`src/rtl/fpe_pkg.sv`:
```
// Package: shared types for the floating-point error handshake.
// Assumes: imported by every module of the block.
package fpe_pkg;

    // Handshake phases: quiet, interrupt pending, ignore asserted.
    typedef enum logic [1:0] {
        FPE_IDLE = 2'd0,
        FPE_PEND = 2'd1,
        FPE_IGN  = 2'd2
    } fpe_state_e;

endpackage

```
`src/rtl/fpe_sync.sv`:
```
// Module: fpe_sync
// What: multi-stage synchroniser for one asynchronous level.
// Assumes: STAGES >= 2; the input is a slow level, not a pulse.
module fpe_sync #(
    parameter int   STAGES    = 2,
    parameter logic RESET_VAL = 1'b1
) (
    input  logic clk,
    input  logic rst_n,
    input  logic d_i,
    output logic q_o
);

    logic [STAGES-1:0] chain_q;

    // Shift the raw level through the flop chain.
    always_ff @(posedge clk) begin
        if (!rst_n) begin
            chain_q <= {STAGES{RESET_VAL}};
        end else begin
            chain_q <= {chain_q[STAGES-2:0], d_i};
        end
    end

    assign q_o = chain_q[STAGES-1];

endmodule

```
`src/rtl/fpe_port_decode.sv`:
```
// Module: fpe_port_decode
// What: flags a write strobe whose address matches the acknowledge port.
// Assumes: io_wr is high for exactly one cycle per write.
module fpe_port_decode #(
    parameter int              ADDR_W    = 16,
    parameter logic [ADDR_W-1:0] PORT_ADDR = 16'h00F0
) (
    input  logic              io_wr,
    input  logic [ADDR_W-1:0] io_addr,
    output logic              hit_o
);

    // Address compare qualified by the strobe.
    always_comb begin
        hit_o = io_wr && (io_addr == PORT_ADDR);
    end

endmodule

```
`src/rtl/fpe_handshake.sv`:
```
// Module: fpe_handshake
// What: interrupt / acknowledge / ignore sequencing with registered outputs.
// Assumes: err_act_i is already synchronous; ack_i is a one-cycle pulse.
module fpe_handshake
    import fpe_pkg::*;
(
    input  logic clk,
    input  logic rst_n,
    input  logic enable_i,
    input  logic err_act_i,
    input  logic ack_i,
    output logic irq_o,
    output logic ignore_n_o
);

    fpe_state_e state_q;
    fpe_state_e state_d;

    // Next phase: a disabled function or a released error line return to
    // idle before an acknowledge is considered.
    always_comb begin
        state_d = state_q;
        if (!enable_i || !err_act_i) begin
            state_d = FPE_IDLE;
        end else begin
            unique case (state_q)
                FPE_IDLE: state_d = FPE_PEND;
                FPE_PEND: state_d = ack_i ? FPE_IGN : FPE_PEND;
                FPE_IGN:  state_d = FPE_IGN;
                default:  state_d = FPE_IDLE;
            endcase
        end
    end

    // Phase register plus output flops loaded from the next phase.
    always_ff @(posedge clk) begin
        if (!rst_n) begin
            state_q    <= FPE_IDLE;
            irq_o      <= 1'b0;
            ignore_n_o <= 1'b1;
        end else begin
            state_q    <= state_d;
            irq_o      <= (state_d == FPE_PEND);
            ignore_n_o <= (state_d != FPE_IGN);
        end
    end

endmodule

```
`src/rtl/fpu_err_bridge.sv`:
```
// Module: fpu_err_bridge (top)
// What: turns an active-low processor error into an interrupt request and
//       answers an acknowledge port write with an ignore-error level.
// Assumes: err_n is asynchronous; io_wr/io_addr and cfg_enable are
//          synchronous to clk.
module fpu_err_bridge #(
    parameter int                ADDR_W      = 16,
    parameter logic [ADDR_W-1:0] PORT_ADDR   = 16'h00F0,
    parameter int                SYNC_STAGES = 2
) (
    input  logic              clk,
    input  logic              rst_n,
    input  logic              cfg_enable,
    input  logic              err_n,
    input  logic              io_wr,
    input  logic [ADDR_W-1:0] io_addr,
    output logic              irq_o,
    output logic              ignore_n
);

    logic err_n_sync;
    logic err_act;
    logic ack_hit;

    fpe_sync #(
        .STAGES    (SYNC_STAGES),
        .RESET_VAL (1'b1)
    ) u_sync (
        .clk   (clk),
        .rst_n (rst_n),
        .d_i   (err_n),
        .q_o   (err_n_sync)
    );

    // Convert the synchronised level to active-high.
    assign err_act = ~err_n_sync;

    fpe_port_decode #(
        .ADDR_W    (ADDR_W),
        .PORT_ADDR (PORT_ADDR)
    ) u_decode (
        .io_wr   (io_wr),
        .io_addr (io_addr),
        .hit_o   (ack_hit)
    );

    fpe_handshake u_hs (
        .clk        (clk),
        .rst_n      (rst_n),
        .enable_i   (cfg_enable),
        .err_act_i  (err_act),
        .ack_i      (ack_hit),
        .irq_o      (irq_o),
        .ignore_n_o (ignore_n)
    );

endmodule

```
`config.mk`:
```
export PLATFORM = sky130hd
export DESIGN_NAME = fpu_err_bridge
export DESIGN_NICKNAME = d
export VERILOG_FILES = /design/src/rtl/fpe_pkg.sv /design/src/rtl/fpe_sync.sv /design/src/rtl/fpe_port_decode.sv /design/src/rtl/fpe_handshake.sv /design/src/rtl/fpu_err_bridge.sv
export SDC_FILE = /design/constraint.sdc
export NUM_CORES = 1
export LEC_CHECK = 0
export ABC_AREA = 1
export BUFFER_PORTS_ARGS = -buffer_cell sky130_fd_sc_hd__buf_2
export CAP_MARGIN = 20
export CORE_AREA = 5 5 42 44
export CTS_BUF_LIST = sky130_fd_sc_hd__clkbuf_4 sky130_fd_sc_hd__clkbuf_8
export DETAILED_ROUTE_END_ITERATION = 6
export DIE_AREA = 0 0 47 49
export PLACE_DENSITY = 0.44
export SYNTH_ARGS = -nofsm -noshare
export SYNTH_HDL_FRONTEND = slang
export SYNTH_SLANG_ARGS = --single-unit
```
`constraint.sdc`:
```
create_clock -name clk -period 2 [get_ports clk]
set_clock_uncertainty 0.2 [all_clocks]
set_input_delay 0.5 -clock clk [delete_from_list [all_inputs] [get_ports clk]]
set_output_delay 0.5 -clock clk [all_outputs]
set_load 0.02 [all_outputs]
```
==> results.yml <==
sta:
  max_slew_margin_pct: 89.06
  setup_viol_count_final: 0
  worstMarginPinSlew_ps: 164.0
  tns_ps: 0
  finalCritPeriodShare_pct: 69.30
  max_freq_mhz: 721.5
  fin_crit_ps: 1386
  rsz0062_at_grt: "no"
  hold_viol: 0
  final_max_slew_viol_count: 0
floorplanning:
  io_pins: 23
  die_x_um: 47
  core_um2: 1401
  initial_utilization_pct: 18.93
  die_y_um: 49
  num_rows: 14
  die-area_um2: 2303
outcome:
  status: "finished, final reports clean"
worst_setup_path:
  worstPathRequired_ps: 1300
  end_kind: "output port"
  cp_slowest_cell: "dfxtp_1"
  cp.arrival_ps: 690
  slowest_delay_ps: 300
  criticalPathCategory: "flip-flop to output port"
  path_delay_family: "flip-flops"
  path_max_fanout: 1
  worst-path-buf-inv: 1
  path_cells: "buf_2"
  startpoint_type: "flip-flop"
layout:
  final_core_util_pct: 29.82
  fillCellCount: 158
  layout_commonest_cell: "buf_2"
  antenna_cells: 0
  drive_gt1_share_pct: 48.44
  final_cell_mix: "buf_2, nor2_1, inv_1"
  syn_to_final_growth_pct: 57.55
  nNetsFinal: 87
global_routing:
  grt_max_degree: 4
  grt_use_total_pct: 5.911
  antenna_found_initial: 0
  grt_pass1_vias: 257
  grt_overflow: 0
  grt_pass1_wl_um: 910
detailed_routing:
  wl_um: 574
  route.detailed.drc: 0
  viasPerCell: 3.525
  drt_first_pass_iters: 2
  wl_per_cell_um: 7.175
  ant_nets: 0
  drt_iter0_drc: 1
  num_vias: 282
yosys:
  syn-cell-area_um2: 265.3
  syn_area_per_cell_um2: 6.801
  synthCells: 39
  ys_ff_latch: 6
  yosys-top-cells-area: "dfxtp_1, nor2_1, inv_1"
  synth_seq_area_share_pct: 45.28
  yosys.area.top_type_share_pct: 45.28
  synthDistinctLibCells: 10
  syn_nets: 60
  yosys_warnings: 0
  yosys.area.top_type: "dfxtp_1"
cts:
  cts-root-buf: "clkbuf_4"
  clock_sinks: 6
  numCtsBuffers: 3
  cts_tree: "built"
  postCtsHoldBufs: 0
  clockBufferDepth: 2
  clk_pin_slew_ps: 40
  post-cts-setup-buffers: 0
  post_cts_resized: 0
  clock_latency_ps: 240
  h-tree-depth: 1
place:
  io_buffers: 22
  hpwl_um: 493.6
  gp_congestion: 0.6066
pwr:
  peakVddDrop_uv: 230.5
  p_per_area_nw_per_um2: 622.1
  p_leak_nw: 0.2237
min_path:
  hold_path.class: "flip-flop to flip-flop"
flow_run:
  maxCapViolCount: 0
[per-stage QoR]
stage / setup WS (ps) / instance area (µm²) / instances / power [W] / hold slack, ps
finish: 614.1 / 417.9 / 80 / 0.0002600 / 208.4
global route: 571.1 / 417.9 / 80 / 0.0002767 / 212.2
CTS: 597.8 / 417.9 / 80 / 0.0002682 / 208.1
detailed placement: 577.8 / 395.4 / 77 / 0.0001543 / 197.8
global placement: 590.1 / 395.4 / 77 / 0.0001540 / 197.7
floorplan: 754.5 / 265.3 / 39 / 0.0001345 / 192.5
[kinds of logic (layout without fill, tap and decap cells)]
group | Yosys count | in the layout | synth area share [%]
simple gates | 23 | 23 | 38.21
compound gates | 2 | 2 | 5.187
flops | 6 | 6 | 45.28
buf+inv | 8 | 33 | 11.32
[power by group]
| part | total (W) | internal [W] | switching [W] |
|---|---|---|---|
| clock | 0.000108 | 0.0000677 | 0.0000403 |
| sequential | 0.000123 | 0.000123 | 0.000000674 |
| combinational | 0.0000287 | 0.0000182 | 0.0000105 |
[final timing paths]
check	startpoint	end	slack (ps)	cells after the start
max	u_hs.irq_o$_SDFF_PN0_	irq_o	610	1
min	u_sync.chain_q[0]$_SDFF_PN1_	u_sync.chain_q[1]$_SDFF_PN1_	210	1
max reg2reg	u_hs.state_q[0]$_SDFF_PN0_	u_hs.ignore_n_o$_SDFF_PN1_	880	7
min reg2reg	u_sync.chain_q[0]$_SDFF_PN1_	u_sync.chain_q[1]$_SDFF_PN1_	210	1
[layout make-up]
cell class | instances | area [µm²] | share of cell area [%]
Sequential cell | 6 | 120.1 | 28.74
Multi-Input combinational cell | 25 | 115.1 | 27.54
Timing Repair Buffer | 22 | 110.1 | 26.35
Inverter | 8 | 30.03 | 7.186
Clock buffer | 3 | 22.52 | 5.389
Tap cell | 16 | 20.02 | 4.790
[cell usage after synthesis]
library cell / number
nand3_1: 2
a21oi_1: 1
dfxtp_1: 6
a21oi_2: 1
or2_2: 2
nor2_1: 10
nor2_2: 1
nand2_2: 2
inv_1: 8
nand2_1: 6
[registers in the layout, indices dropped and copies added, names as in the netlist]
register / count
u_hs.state_q: 2
u_sync.chain_q: 2
u_hs.ignore_n_o: 1
u_hs.irq_o: 1
[per-layer routing]
| layer | wire (µm) | part of all wire (%) | global-route usage (%) | vias to the layer above |
|---|---|---|---|---|
| met5 | 0 | 0 | 0 | - |
| met4 | 13 | 2.3 | 4.147 | 0 |
| met3 | 58 | 10 | 5.904 | 2 |
| met2 | 277 | 48 | 7.240 | 10 |
| met1 | 224 | 39 | 5.921 | 106 |
| li1 | - | - | - | 164 |
Note: power is estimated with default switching activity, not from simulation.
